$ cat src/rtl/hsec_pkg.sv
package hsec_pkg;
  localparam int MAX_CW = 64;

  function automatic int chk_bits(input int dw);
    int r;
    r = 0;
    for (int i = 1; i < 7; i++)
      if (r == 0 && (1 << i) >= dw + i + 1) r = i;
    return r;
  endfunction

  function automatic bit is_pow2(input int p);
    return (p & (p - 1)) == 0;
  endfunction

  // position (1-based, from MSB) that holds data bit i
  function automatic int data_pos(input int dw, input int i);
    int want, seen, pos;
    want = dw - 1 - i;
    seen = 0;
    pos  = 0;
    for (int p = 1; p < MAX_CW; p++)
      if (pos == 0 && !is_pow2(p)) begin
        if (seen == want) pos = p;
        seen++;
      end
    return pos;
  endfunction

  // bus mask of positions covered by the check of weight 2^k
  function automatic logic [MAX_CW-1:0] cover_mask(input int cw_w, input int k);
    logic [MAX_CW-1:0] m;
    m = '0;
    for (int p = 1; p <= cw_w; p++)
      if (((p >> k) & 1) == 1) m[cw_w-p] = 1'b1;
    return m;
  endfunction
endpackage

$ cat src/rtl/hsec_encoder.sv
module hsec_encoder #(
  parameter int DATA_W = 16,
  parameter int CHK_W  = hsec_pkg::chk_bits(DATA_W),
  parameter int CW_W   = DATA_W + CHK_W
) (
  input  logic [DATA_W-1:0] data_i,
  output logic [CW_W-1:0]   cw_o
);
  logic [CW_W-1:0] spread;
  logic [CHK_W-1:0] par;

  for (genvar i = 0; i < DATA_W; i++) begin : g_place
    assign spread[CW_W - hsec_pkg::data_pos(DATA_W, i)] = data_i[i];
  end

  for (genvar k = 0; k < CHK_W; k++) begin : g_chk
    localparam logic [hsec_pkg::MAX_CW-1:0] MASK = hsec_pkg::cover_mask(CW_W, k);
    assign spread[CW_W - (1 << k)] = 1'b0;
    assign par[k] = ^(spread & MASK[CW_W-1:0]);
  end

  always_comb begin
    cw_o = spread;
    for (int k = 0; k < CHK_W; k++)
      cw_o[CW_W - (1 << k)] = par[k];
  end
endmodule

$ cat src/rtl/hsec_syndrome.sv
module hsec_syndrome #(
  parameter int CHK_W = 5,
  parameter int CW_W  = 21
) (
  input  logic [CW_W-1:0]  cw_i,
  output logic [CHK_W-1:0] syn_o
);
  for (genvar k = 0; k < CHK_W; k++) begin : g_syn
    localparam logic [hsec_pkg::MAX_CW-1:0] MASK = hsec_pkg::cover_mask(CW_W, k);
    assign syn_o[k] = ^(cw_i & MASK[CW_W-1:0]);
  end
endmodule

$ cat src/rtl/hsec_corrector.sv
module hsec_corrector #(
  parameter int DATA_W = 16,
  parameter int CHK_W  = 5,
  parameter int CW_W   = 21
) (
  input  logic [CW_W-1:0]   cw_i,
  input  logic [CHK_W-1:0]  syn_i,
  output logic [DATA_W-1:0] data_o,
  output logic              err_o,
  output logic              uncorr_o
);
  logic [CW_W-1:0] flip;
  logic [CW_W-1:0] fixed;

  for (genvar p = 1; p <= CW_W; p++) begin : g_flip
    assign flip[CW_W-p] = (syn_i == CHK_W'(p));
  end

  assign fixed    = cw_i ^ flip;
  assign err_o    = |syn_i;
  assign uncorr_o = syn_i > CHK_W'(CW_W);

  for (genvar i = 0; i < DATA_W; i++) begin : g_extract
    assign data_o[i] = fixed[CW_W - hsec_pkg::data_pos(DATA_W, i)];
  end

  always_comb begin

    single_flip_chk: assert ($onehot0(flip));

    no_flip_when_uncorr_chk: assert (!uncorr_o || $countones(flip) == 0);
  end
endmodule

$ cat src/rtl/hsec_codec.sv
module hsec_codec #(
  parameter int DATA_W = 16,
  parameter int CHK_W  = hsec_pkg::chk_bits(DATA_W),
  parameter int CW_W   = DATA_W + CHK_W
) (
  input  logic              clk,
  input  logic              rst,
  input  logic              enc_valid_i,
  input  logic [DATA_W-1:0] enc_data_i,
  input  logic              dec_valid_i,
  input  logic [CW_W-1:0]   dec_cw_i,
  output logic              enc_valid_o,
  output logic [CW_W-1:0]   enc_cw_o,
  output logic              dec_valid_o,
  output logic [DATA_W-1:0] dec_data_o,
  output logic [CHK_W-1:0]  dec_syndrome_o,
  output logic              dec_err_o,
  output logic              dec_uncorr_o
);
  logic [CW_W-1:0]   enc_cw_w;
  logic [CHK_W-1:0]  syn_w;
  logic [DATA_W-1:0] data_w;
  logic              err_w;
  logic              uncorr_w;

  hsec_encoder #(.DATA_W(DATA_W), .CHK_W(CHK_W), .CW_W(CW_W)) u_enc (
    .data_i(enc_data_i), .cw_o(enc_cw_w)
  );

  hsec_syndrome #(.CHK_W(CHK_W), .CW_W(CW_W)) u_syn (
    .cw_i(dec_cw_i), .syn_o(syn_w)
  );

  hsec_corrector #(.DATA_W(DATA_W), .CHK_W(CHK_W), .CW_W(CW_W)) u_cor (
    .cw_i(dec_cw_i), .syn_i(syn_w), .data_o(data_w),
    .err_o(err_w), .uncorr_o(uncorr_w)
  );

  always_ff @(posedge clk) begin
    if (rst) begin
      enc_valid_o    <= 1'b0;
      enc_cw_o       <= '0;
      dec_valid_o    <= 1'b0;
      dec_data_o     <= '0;
      dec_syndrome_o <= '0;
      dec_err_o      <= 1'b0;
      dec_uncorr_o   <= 1'b0;
    end else begin
      enc_valid_o <= enc_valid_i;
      dec_valid_o <= dec_valid_i;
      if (enc_valid_i) enc_cw_o <= enc_cw_w;
      if (dec_valid_i) begin
        dec_data_o     <= data_w;
        dec_syndrome_o <= syn_w;
        dec_err_o      <= err_w;
        dec_uncorr_o   <= uncorr_w;
      end
    end
  end


  enc_latency_chk: assert property (@(posedge clk) disable iff (rst)
    enc_valid_i |=> enc_valid_o);

  dec_latency_chk: assert property (@(posedge clk) disable iff (rst)
    dec_valid_i |=> dec_valid_o);

  dec_hold_chk: assert property (@(posedge clk) disable iff (rst)
    !dec_valid_i |=> $stable(dec_data_o) && $stable(dec_syndrome_o));

  uncorr_err_chk: assert property (@(posedge clk) disable iff (rst)
    dec_uncorr_o |-> dec_err_o);

  reset_clear_chk: assert property (@(posedge clk)
    rst |=> (!enc_valid_o && !dec_valid_o && enc_cw_o == '0 && !dec_err_o));
endmodule

$ cat config.mk
export PLATFORM = sky130hd
export DESIGN_NAME = hsec_codec
export DESIGN_NICKNAME = d
export VERILOG_FILES = /design/src/rtl/hsec_pkg.sv /design/src/rtl/hsec_encoder.sv /design/src/rtl/hsec_syndrome.sv /design/src/rtl/hsec_corrector.sv /design/src/rtl/hsec_codec.sv
export SDC_FILE = /design/constraint.sdc
export NUM_CORES = 1
export LEC_CHECK = 0
export ABC_AREA = 1
export BUFFER_PORTS_ARGS = -buffer_cell sky130_fd_sc_hd__clkbuf_2
export CORE_MARGIN = 5
export CORE_UTILIZATION = 50
export CTS_CLUSTER_DIAMETER = 40
export DETAILED_ROUTE_END_ITERATION = 7
export PLACE_DENSITY = 0.82
export SYNTH_ARGS = -nofsm -noshare
export SYNTH_HDL_FRONTEND = slang
export SYNTH_SLANG_ARGS = --single-unit
$ cat constraint.sdc
create_clock -name clk -period 3.3 [get_ports clk]
set_input_delay 0.33 -clock clk [delete_from_list [all_inputs] [get_ports clk]]
set_output_delay 0.33 -clock clk [all_outputs]
set_load 0.01 [all_outputs]
==> results of run 1 <==
[layout by cell type (no fill, tap or decap), types with 2 or more instances in the layout]
cell	Yosys	final
nor2_1	77	77
inv_1	50	50
inv_2	7	7
nor2_2	5	5
nor2_4	5	5
nand2_4	5	5
dfxtp_1	46	46
nand3_1	36	36
a21oi_2	2	2
nand4_1	7	7
nand2_1	133	133
nand2_2	11	11
nand3_2	3	3
xnor2_1	15	15
clkbuf_8	0	7
a21oi_1	8	8
xor2_1	15	15
o211ai_1	2	2
o21ai_0	25	25
clkbuf_2	0	86
[worst max-delay path: cells and delay by family]
family	cells	cell delay (ps)
simple gates	12	1090
buf+inv	5	510
[metal layers]
layer / global-route usage [%] / routed length, um / vias to the layer above
met5: 0 / 0 / -
met4: 7.11 / 136 / 0
met3: 4.26 / 622 / 19
met2: 34.4 / 3640 / 113
met1: 24.9 / 3210 / 1397
li1: - / - / 1613
[worst max path at each step]
stage                            start              to  cells after the start
after floorplan           dec_cw_i[18]  dec_data_o[14]                     13
after detailed placement   dec_cw_i[2]   dec_data_o[0]                     17
after global routing       dec_cw_i[2]   dec_data_o[0]                     17
after global placement     dec_cw_i[2]   dec_data_o[0]                     17
final                      dec_cw_i[2]   dec_data_o[0]                     17
after CTS                  dec_cw_i[2]   dec_data_o[0]                     17
[Yosys cell counts, drive strengths merged]
library cell,number,area share [%]
nand4,7,1.5
nor2,87,13
o211ai,2,0.50
o21ai,25,4.2
buf,4,0.84
a31oi,1,0.21
clkbuf,11,1.4
nand2,149,21
nand3b,1,0.67
o221ai,1,0.29
dfxtp,46,31
nand3,40,7.6
a21oi,10,1.9
inv,57,7.2
xnor2,15,4.4
or2,1,0.21
clkinv,1,0.13
xor2,15,4.4
[flip-flops by register name (all words and copies together) (netlist names)]
register        flops
dec_valid_o         1
dec_data_o         16
enc_valid_o         1
dec_uncorr_o        1
enc_cw_o           21
dec_syndrome_o      5
dec_err_o           1
[metrics by stage]
step	setup WS, ps	total power, mW	std cells	hold slack, ps	instance area (um^2)
after floorplan	1710	1.01	473	465	2980
after global placement	1270	1.15	619	463	3440
after detailed placement	1250	1.17	619	471	3440
after CTS	1570	1.55	627	282	3540
after global routing	1390	1.64	627	293	3540
final	1560	1.54	627	291	3540
[cell type report]
class	instances	area (um^2)	area share (%)
clock buffers	7	96.3	2.72
clock inverters	1	8.76	0.247
inverters	58	218	6.15
multi-input cells	354	1770	50.1
flip-flops and latches	46	921	26.0
well taps	75	93.8	2.65
repair buffers	86	430	12.2
[power by group]
part / total [mW] / switching (mW) / internal, mW
combinational: 0.530 / 0.343 / 0.186
sequential: 0.626 / 0.0242 / 0.601
clock: 0.380 / 0.188 / 0.192
total: 1.54 / 0.556 / 0.980
[logic make-up (layout without fill, tap and decap cells)]
kind of cell	Yosys count	after routing
flip-flops	46	46
XOR/XNOR	30	30
AO/OA/AOI/OAI	39	39
AND/OR/NAND/NOR	285	285
buffers and inverters	73	152
==> results.json, run 1 <==
{
  "status": "completed",
  "clk_pin_slew_ps": 90,
  "synth-xor-area-share_pct": 8.82,
  "power.density_nw_per_um2": 434,
  "reg2reg_depth": 4,
  "io_buffers": 86,
  "finalCriticalPeriod_ps": 1740,
  "slew_headroom_pct": 43.1,
  "layout-drive-gt1-share_pct": 24.5,
  "r2r-start": "dec_data_o[1]",
  "ioPinCount": 87,
  "yosys_warnings": 0,
  "crit_path_cell_trace": "clkbuf_2, inv_1, nand2_1, nand2_1, inv_2, nand2_1, nand2_1, nand2_1, nand2_2, inv_1, nand2_2, nor2_2, nand2_1, nand2_1, nand3_1, nand2_1, inv_1",
  "crit_arrival_ps": 1940,
  "post-cts-setup-buffer-count": 0,
  "muxShareOfSynthArea_pct": 0,
  "min_to": "enc_cw_o[7]",
  "grt_pass1_wl_mm": 12.5,
  "hp-class": "primary input to flop",
  "slew_violations": 0,
  "drt-total-wl_mm": 7.61,
  "yosysSeqAreaShare_pct": 30.9,
  "ys_types": 28,
  "synth-seq-cells": 46,
  "grt_usage_pct": 20.1,
  "worstSetupEndpointType": "flop",
  "start_kind": "primary input",
  "synth_top_family_by_area": "simple AND/OR/NAND/NOR gates",
  "cts_sinks": 46,
  "synthAdderAreaFrac_pct": 0,
  "synth_compound_area_share_pct": 7.14,
  "synthSimpleGateAreaFrac_pct": 43.6,
  "wire_per_inst_um": 12.1,
  "clock_latency_ps": 290,
  "crit_type": "primary input to flop",
  "firstDrtPassIters": 5,
  "min-delay-start": "enc_data_i[6]",
  "setup_viol": 0,
  "rows": 28,
  "syn_inst": 473,
  "drtIter0Drc": 167,
  "antenna_found_initial": 0,
  "min_path_cells": 3,
  "overflow": 0,
  "syn-cell-area_um2": 2980,
  "final_util_pct": 60.5,
  "worst_r2r_endpoint": "dec_data_o[1]",
  "vias": 3142,
  "grt_max_degree": 46,
  "ant_nets": 0,
  "dieArea_um2": 7600,
  "cts_buffer_depth": 2,
  "die_y_um": 87.2,
  "final.setup_skew_ps": 0,
  "place_congestion": 0.897,
  "slowest_delay_ps": 210,
  "regToRegSetupSlack_ps": 2600,
  "drv_cap": 0,
  "fillCellCount": 567,
  "critPathSlowestCell": "nand2_2",
  "start_util_pct": 50.9,
  "fp.dieW_um": 87.2,
  "fmax_mhz": 573,
  "cts_tree": "done",
  "core_um2": 5850,
  "nNetsFinal": 592,
  "cts-buffers-inserted": 5,
  "hpwl_mm": 6.01,
  "viasPerCell": 5.01,
  "tns_ps": 0,
  "avgSynthCellArea_um2": 6.30,
  "cellLeakagePower_nw": 1.99,
  "drcViolationCount": 0,
  "path_common_cell": "nand2_1",
  "diodes": 0,
  "rsz0062_at_grt": "false",
  "ir_drop_mv": 0.321,
  "crit_required_ps": 3500,
  "cts.repair.resized": 0,
  "area_delta_synth_final_pct": 18.9,
  "htree_levels": 2,
  "path_max_fanout": 17,
  "period_share_pct": 52.9,
  "worst_pin_slew_ps": 853,
  "cts_hold_buffers": 0,
  "synth_fp_nets": 514,
  "grt_pass1_vias": 2972,
  "cts_root_buffer": "clkbuf_8",
  "finalHoldViolations": 0
}
Power figures use the tool's default switching activity.
==> inputs of run 2 (changes only) <==
--- a/config.mk
+++ b/config.mk
@@ -5,13 +5,13 @@
 export SDC_FILE = /design/constraint.sdc
 export NUM_CORES = 1
 export LEC_CHECK = 0
-export ABC_AREA = 1
+export ABC_AREA = 0
 export BUFFER_PORTS_ARGS = -buffer_cell sky130_fd_sc_hd__clkbuf_2
 export CORE_MARGIN = 5
 export CORE_UTILIZATION = 50
 export CTS_CLUSTER_DIAMETER = 40
 export DETAILED_ROUTE_END_ITERATION = 7
-export PLACE_DENSITY = 0.82
+export PLACE_DENSITY = 0.84
 export SYNTH_ARGS = -nofsm -noshare
 export SYNTH_HDL_FRONTEND = slang
 export SYNTH_SLANG_ARGS = --single-unit
==> constraint.sdc (replaced) <==
create_clock -name clk -period 1.8 [get_ports clk]
set_input_delay 0.18 -clock clk [delete_from_list [all_inputs] [get_ports clk]]
set_output_delay 0.18 -clock clk [all_outputs]
set_load 0.01 [all_outputs]
==> run 2 against run 1 <==
  * The flow now finishes with violations (negative setup slack)
  * Design area up 4.3%
  * Register-to-register slack lost 1600 ps
  * Synthesized cell count is 42% lower
  * Clock power grew 72%
  * Clock skew unchanged
  * Area after synthesis is 12% lower
  * Die area is 10% lower
  * Non-clock buffer count increased by 39
  * Global-route usage rose by 0.92 points
  * Utilization is 12 points higher
  * Final cell count fell by 26%
  * Via count is 21% lower
==> results.json, run 2 <==
{
  "layout_setup_ws_ps": -14.6,
  "yosys.area.top_type": "dfxtp_1",
  "cp_num_buf_inv": 1,
  "finalHoldViolations": 0,
  "cts_sinks": 46,
  "netSwitchingFraction_pct": 36.7,
  "antenna_found_initial": 0,
  "crit_required_ps": 1970,
  "path_max_fanout": 4,
  "synth-xor-area-share_pct": 29.5,
  "min_path_cells": 3,
  "layout_common_cells": "clkbuf_2 (83), dfxtp_1 (46), nor2_1 (44), xnor2_1 (42), buf_4 (39)",
  "crit_type": "primary input to flop",
  "power.density_nw_per_um2": 898,
  "hpwl_mm": 5.47,
  "diodes": 0,
  "synth_ff_type": "dfxtp_1",
  "viasPerCell": 5.41,
  "layout-drive-gt1-share_pct": 43.0,
  "synthSimpleGateAreaFrac_pct": 13.3,
  "clk_pin_slew_ps": 90,
  "whs_ps": 163,
  "internal_power_mw": 2.10,
  "drv_cap": 0,
  "yosysSeqAreaShare_pct": 35.0,
  "grt_usage_pct": 21.0,
  "netlist.area_leader.share_pct": 35.0,
  "overflow": 0,
  "rsz0062_at_grt": "true",
  "ioPinCount": 87,
  "seqCellArea_um2": 921,
  "yosysMostFrequentCell": "xnor2_1",
  "critical-path-top-delay-family": "XOR/XNOR gates",
  "place_congestion": 0.890,
  "ys_types": 28,
  "synth_commonest_cells": "xnor2_1 (50), dfxtp_1 (46), nor2_1 (44)",
  "worstSetupEndpointType": "flop",
  "period_share_pct": 101,
  "synth_top_family_by_area": "XOR/XNOR gates",
  "syn_inst": 273,
  "synth_edf_count": 0,
  "synth-seq-cells": 46,
  "slew_headroom_pct": 52.9,
  "drcViolationCount": 0,
  "dr_wl_met2_mm": 3.89,
  "final_area_um2": 3700,
  "yosys_warnings": 0,
  "worst_pin_slew_ps": 706,
  "final_util_pct": 72.4,
  "synthAdderAreaFrac_pct": 0,
  "crit_path_cell_trace": "clkbuf_2, xor3_2, xor2_2, or4_4, a21oi_1, mux2i_1, o21ai_0",
  "final.setup_skew_ps": 0,
  "multi_input_area_um2": 1850,
  "violations": "negative setup slack",
  "nNetsFinal": 431,
  "htree_levels": 2,
  "ir_drop_mv": 0.480,
  "power.share.combinational_pct": 44.9,
  "cts_buffer_depth": 2,
  "path_depth": 7,
  "cts_root_buffer": "clkbuf_8",
  "final_cells": 461,
  "reg2reg_depth": 2,
  "rows": 26,
  "die_y_um": 82.5,
  "grt_pass1_vias": 2474,
  "core_um2": 5110,
  "drt-total-wl_mm": 7.51,
  "synth_async_sr_flop_share_pct": 0,
  "final_common_cell": "clkbuf_2",
  "reg_top3": "enc_cw_o x21, dec_data_o x16, dec_syndrome_o x5",
  "grt_max_degree": 33,
  "cts_tree": "done",
  "crit_arrival_ps": 1980,
  "p_switching_mw": 1.22,
  "syn-cell-area_um2": 2630,
  "status": "finished, violations left",
  "p_clk_share_pct": 19.7,
  "hp-class": "primary input to flop",
  "fmax_mhz": 551,
  "largest_reg_flops": 21,
  "vias": 2495,
  "start_util_pct": 51.4,
  "cellLeakagePower_nw": 1.68,
  "fp.dieW_um": 82.5,
  "synth.area.top_cells": "dfxtp_1 (35%), xnor2_1 (17%), mux2i_1 (8.0%)",
  "grt_pass1_wl_mm": 11.1,
  "dp_cells": 451,
  "area_delta_synth_final_pct": 40.7,
  "critPathSlowestCell": "or4_4",
  "firstDrtPassIters": 4,
  "synth_compound_area_share_pct": 11.6,
  "finalCriticalPeriod_ps": 1810,
  "synth_fp_nets": 314,
  "largest-register": "enc_cw_o",
  "setup_viol": 2,
  "start_kind": "primary input",
  "met3_length_um": 591,
  "muxShareOfSynthArea_pct": 8.00,
  "ant_nets": 0,
  "met1_length_mm": 2.90,
  "clock_latency_ps": 300,
  "avgSynthCellArea_um2": 9.62,
  "io_buffers": 86,
  "slew_violations": 0,
  "slowest_delay_ps": 520,
  "dieArea_um2": 6800,
  "top_layer": "met4",
  "placed_cell_area_um2": 3400,
  "seq_power_share_pct": 35.4,
  "drtIter0Drc": 132,
  "tns_ps": -21.2,
  "wire_per_inst_um": 16.3,
  "fillCellCount": 354,
  "cts-buffers-inserted": 5
}
## run 2: changes by cell type after synthesis, moves of 24 or more
cell and change:
nand2_1 -132, xnor2_1 +35, nor2_1 -33, o21ai_0 -24
inv_1 -49, nand3_1 -26
## run 2: metrics by stage
step	setup slack, ps	power (mW)
2_1_floorplan	-93.7	2.03
3_3_place_gp	-337	2.48
3_5_place_dp	-404	2.52
4_1_cts	6.38	3.20
5_1_grt	-112	3.51
6_report	-14.6	3.32
## run 2: metal layers
| layer | vias up | track usage (%) |
|---|---|---|
| li1 | 1202 | - |
| met1 | 1162 | 24.8 |
| met2 | 114 | 38.1 |
| met3 | 17 | 4.77 |
| met4 | 0 | 5.88 |
| met5 | - | 0 |
## run 2: final cells by class
class | count | area share (%)
timing repair buffer | 125 | 20.2
multi-input combinational | 211 | 49.9
inverter | 1 | 0.102
clock buffer | 5 | 1.86
tap | 70 | 2.37
sequential | 46 | 24.9
clock inverter | 3 | 0.643
## run 2: path summary, 6_finish.rpt
kind	start	end	slack, ps
hold reg to reg	dec_uncorr_o	dec_uncorr_o	480
setup reg to reg	enc_cw_o[20]	enc_cw_o[20]	1050
setup / recovery	dec_cw_i[12]	dec_data_o[2]	-10
hold / removal	enc_data_i[8]	enc_cw_o[9]	160
## run 2: worst min-delay path: stages
cell and delay [ps]:
clkbuf_2 100, mux2i_1 70, nor2_1 80
## run 2: what timing repair did
| item | CTS | global route |
|---|---|---|
| hold buffers | 0 | 0 |
| setup endpoints to repair | 7 | 14 |
| pin swaps | 0 | 6 |
| resized for setup | 8 | 30 |
| setup buffers | 1 | 1 |
## run 2: logic make-up (layout without fill, tap and decap cells)
logic type	Yosys count	in the layout
XOR/XNOR	73	73
AO/OA/AOI/OAI	42	42
multiplexers	21	21
buffers and inverters	16	134
AND/OR/NAND/NOR	75	75
flip-flops	46	46
## run 2: power by group through the flow
stage / sequential, mW / clock, mW / combinational (mW)
2_1_floorplan: 1.24 / 0 / 0.791
3_3_place_gp: 1.19 / 0 / 1.28
3_5_place_dp: 1.20 / 0 / 1.32
4_1_cts: 1.17 / 0.670 / 1.36
5_1_grt: 1.19 / 0.728 / 1.60
6_report: 1.17 / 0.653 / 1.49
==> inputs of run 3 (changes only) <==
--- a/config.mk
+++ b/config.mk
@@ -7,7 +7,7 @@
 export LEC_CHECK = 0
 export ABC_AREA = 0
 export BUFFER_PORTS_ARGS = -buffer_cell sky130_fd_sc_hd__clkbuf_2
-export CORE_MARGIN = 5
+export CORE_MARGIN = 4
 export CORE_UTILIZATION = 50
 export CTS_CLUSTER_DIAMETER = 40
 export DETAILED_ROUTE_END_ITERATION = 7
==> run 3 against run 2 <==
  * The run still ends with negative setup slack left
  * Sequential cell count is the same
  * First-iteration DRC count up 6.1%
  * Via count fell by 0.32%
  * Largest cell class unchanged
==> results.json, run 3 (synthesized netlist as in run 2, its figures left out) <==
{
  "min-delay-start": "enc_data_i[15]",
  "start_util_pct": 51.4,
  "area_delta_synth_final_pct": 41.8,
  "drt-total-wl_mm": 7.43,
  "final.setup_skew_ps": 0,
  "place_congestion": 0.846,
  "dr_wl_met2_mm": 3.91,
  "final_util_pct": 72.9,
  "internal_power_mw": 2.25,
  "die_y_um": 80.5,
  "reg_top3": "enc_cw_o x21, dec_data_o x16, dec_syndrome_o x5",
  "layout_common_cells": "clkbuf_2 (80), dfxtp_1 (46), nor2_1 (44), xnor2_1 (41), buf_4 (38)",
  "ioPinCount": 87,
  "cts-buffers-inserted": 5,
  "top_layer": "met4",
  "p_switching_mw": 1.20,
  "viasPerCell": 5.41,
  "layout-drive-gt1-share_pct": 43.6,
  "core_um2": 5110,
  "min_to": "enc_cw_o[18]",
  "met3_length_um": 536,
  "r2r-start": "dec_data_o[3]",
  "cts_tree": "done",
  "worst_r2r_endpoint": "dec_data_o[3]",
  "nNetsFinal": 430,
  "crit_arrival_ps": 2030,
  "seq_power_share_pct": 34.1,
  "grt_max_degree": 28,
  "ir_drop_mv": 0.546,
  "cellLeakagePower_nw": 1.68,
  "largest_reg_flops": 21,
  "dieArea_um2": 6480,
  "hp-class": "primary input to flop",
  "overflow": 0,
  "hpwl_mm": 5.29,
  "power.density_nw_per_um2": 925,
  "cts_sinks": 46,
  "cp_num_buf_inv": 3,
  "firstDrtPassIters": 4,
  "cts_buffer_depth": 2,
  "rows": 26,
  "slowest_delay_ps": 360,
  "total_power_mw": 3.45,
  "grt_pass1_wl_mm": 10.9,
  "critPathSlowestCell": "xor2_1",
  "finalCriticalPeriod_ps": 1820,
  "grt_usage_pct": 21.7,
  "drtIter0Drc": 140,
  "clk_pin_slew_ps": 80,
  "start_kind": "primary input",
  "diodes": 0,
  "slew_violations": 0,
  "reg2reg_depth": 2,
  "drv_cap": 0,
  "finalHoldViolations": 0,
  "tns_ps": -52.0,
  "largest-register": "enc_cw_o",
  "fmax_mhz": 549,
  "critical-path-top-delay-family": "XOR/XNOR gates",
  "drcViolationCount": 0,
  "regToRegSetupSlack_ps": 970,
  "p_clk_share_pct": 22.5,
  "worst_pin_slew_ps": 681,
  "crit_type": "primary input to flop",
  "wire_per_inst_um": 16.2,
  "period_share_pct": 101,
  "power.share.combinational_pct": 43.4,
  "slew_headroom_pct": 54.6,
  "final_common_cell": "clkbuf_2",
  "crit_required_ps": 2010,
  "grt_pass1_vias": 2344,
  "htree_levels": 2,
  "crit_path_cell_trace": "clkbuf_2, buf_4, xor2_1, xor2_1, buf_4, nand4_1, a22oi_2, xnor2_1, a211oi_2",
  "io_buffers": 86,
  "setup_viol": 3,
  "rsz0062_at_grt": "true",
  "vias": 2487,
  "cts_root_buffer": "clkbuf_8",
  "path_max_fanout": 8,
  "status": "finished, violations left",
  "violations": "negative setup slack",
  "met1_length_mm": 2.87,
  "clock_latency_ps": 300,
  "netSwitchingFraction_pct": 34.8,
  "min_path_cells": 3,
  "antenna_found_initial": 0,
  "layout_setup_ws_ps": -21.6,
  "worstSetupEndpointType": "flop",
  "fp.dieW_um": 80.5,
  "ant_nets": 0
}
==> run 3: layer usage <==
layer  up-vias  GRT usage, %
met5         -             0
met4         0          8.61
met3        13          4.60
met2       112          38.2
met1      1163          25.5
li1       1199             -
==> run 3: per-stage QoR <==
step | instances | hold slack (ps) | setup WS, ps | area (um^2)
after floorplan | 273 | 254 | -93.7 | 2670
after global placement | 450 | 453 | -310 | 3390
after detailed placement | 450 | 465 | -362 | 3390
after CTS | 458 | 153 | -22.4 | 3560
after global routing | 460 | 172 | -111 | 3720
final | 460 | 152 | -21.6 | 3720
==> run 3: worst max-delay path by stage <==
stage / startpoint / endpoint / slack, ps / cells past startpoint
floorplan: dec_cw_i[0] / dec_data_o[2] / -90 / 7
global placement: dec_cw_i[0] / dec_data_o[1] / -310 / 7
detailed placement: dec_cw_i[15] / dec_data_o[9] / -360 / 8
CTS: dec_cw_i[12] / dec_data_o[15] / -20 / 8
global route: dec_cw_i[12] / dec_data_o[3] / -110 / 8
finish: dec_cw_i[6] / dec_data_o[9] / -20 / 9
==> run 3: what timing repair did <==
item / 4_1_cts / 5_1_grt
hold buffers: 0 / 0
buffers inserted: 0 / 2
pin swaps: 2 / 15
hold endpoints to repair: 0 / 0
setup endpoints to repair: 6 / 16
resized for setup: 13 / 32
==> run 3: layout make-up <==
type | count | area, um^2
inverter | 1 | 3.75
sequential | 46 | 921
clock inverter | 3 | 43.8
fill | 362 | 1380
timing repair buffer | 124 | 741
tap | 70 | 87.6
multi-input combinational | 211 | 1860
clock buffer | 5 | 68.8
==> run 3: worst register-to-register path: stages, from the launching register on <==
cell,delay (ps)
dfxtp_1,400
nor2_1,90
a211oi_1,250
==> run 3: power by group through the flow <==
| stage | combinational [mW] | clock, mW | sequential [mW] |
|---|---|---|---|
| final | 1.49 | 0.775 | 1.18 |
| after global routing | 1.61 | 0.828 | 1.19 |
| after CTS | 1.36 | 0.786 | 1.17 |
| after detailed placement | 1.31 | 0 | 1.20 |
| after global placement | 1.28 | 0 | 1.19 |
| after floorplan | 0.791 | 0 | 1.24 |
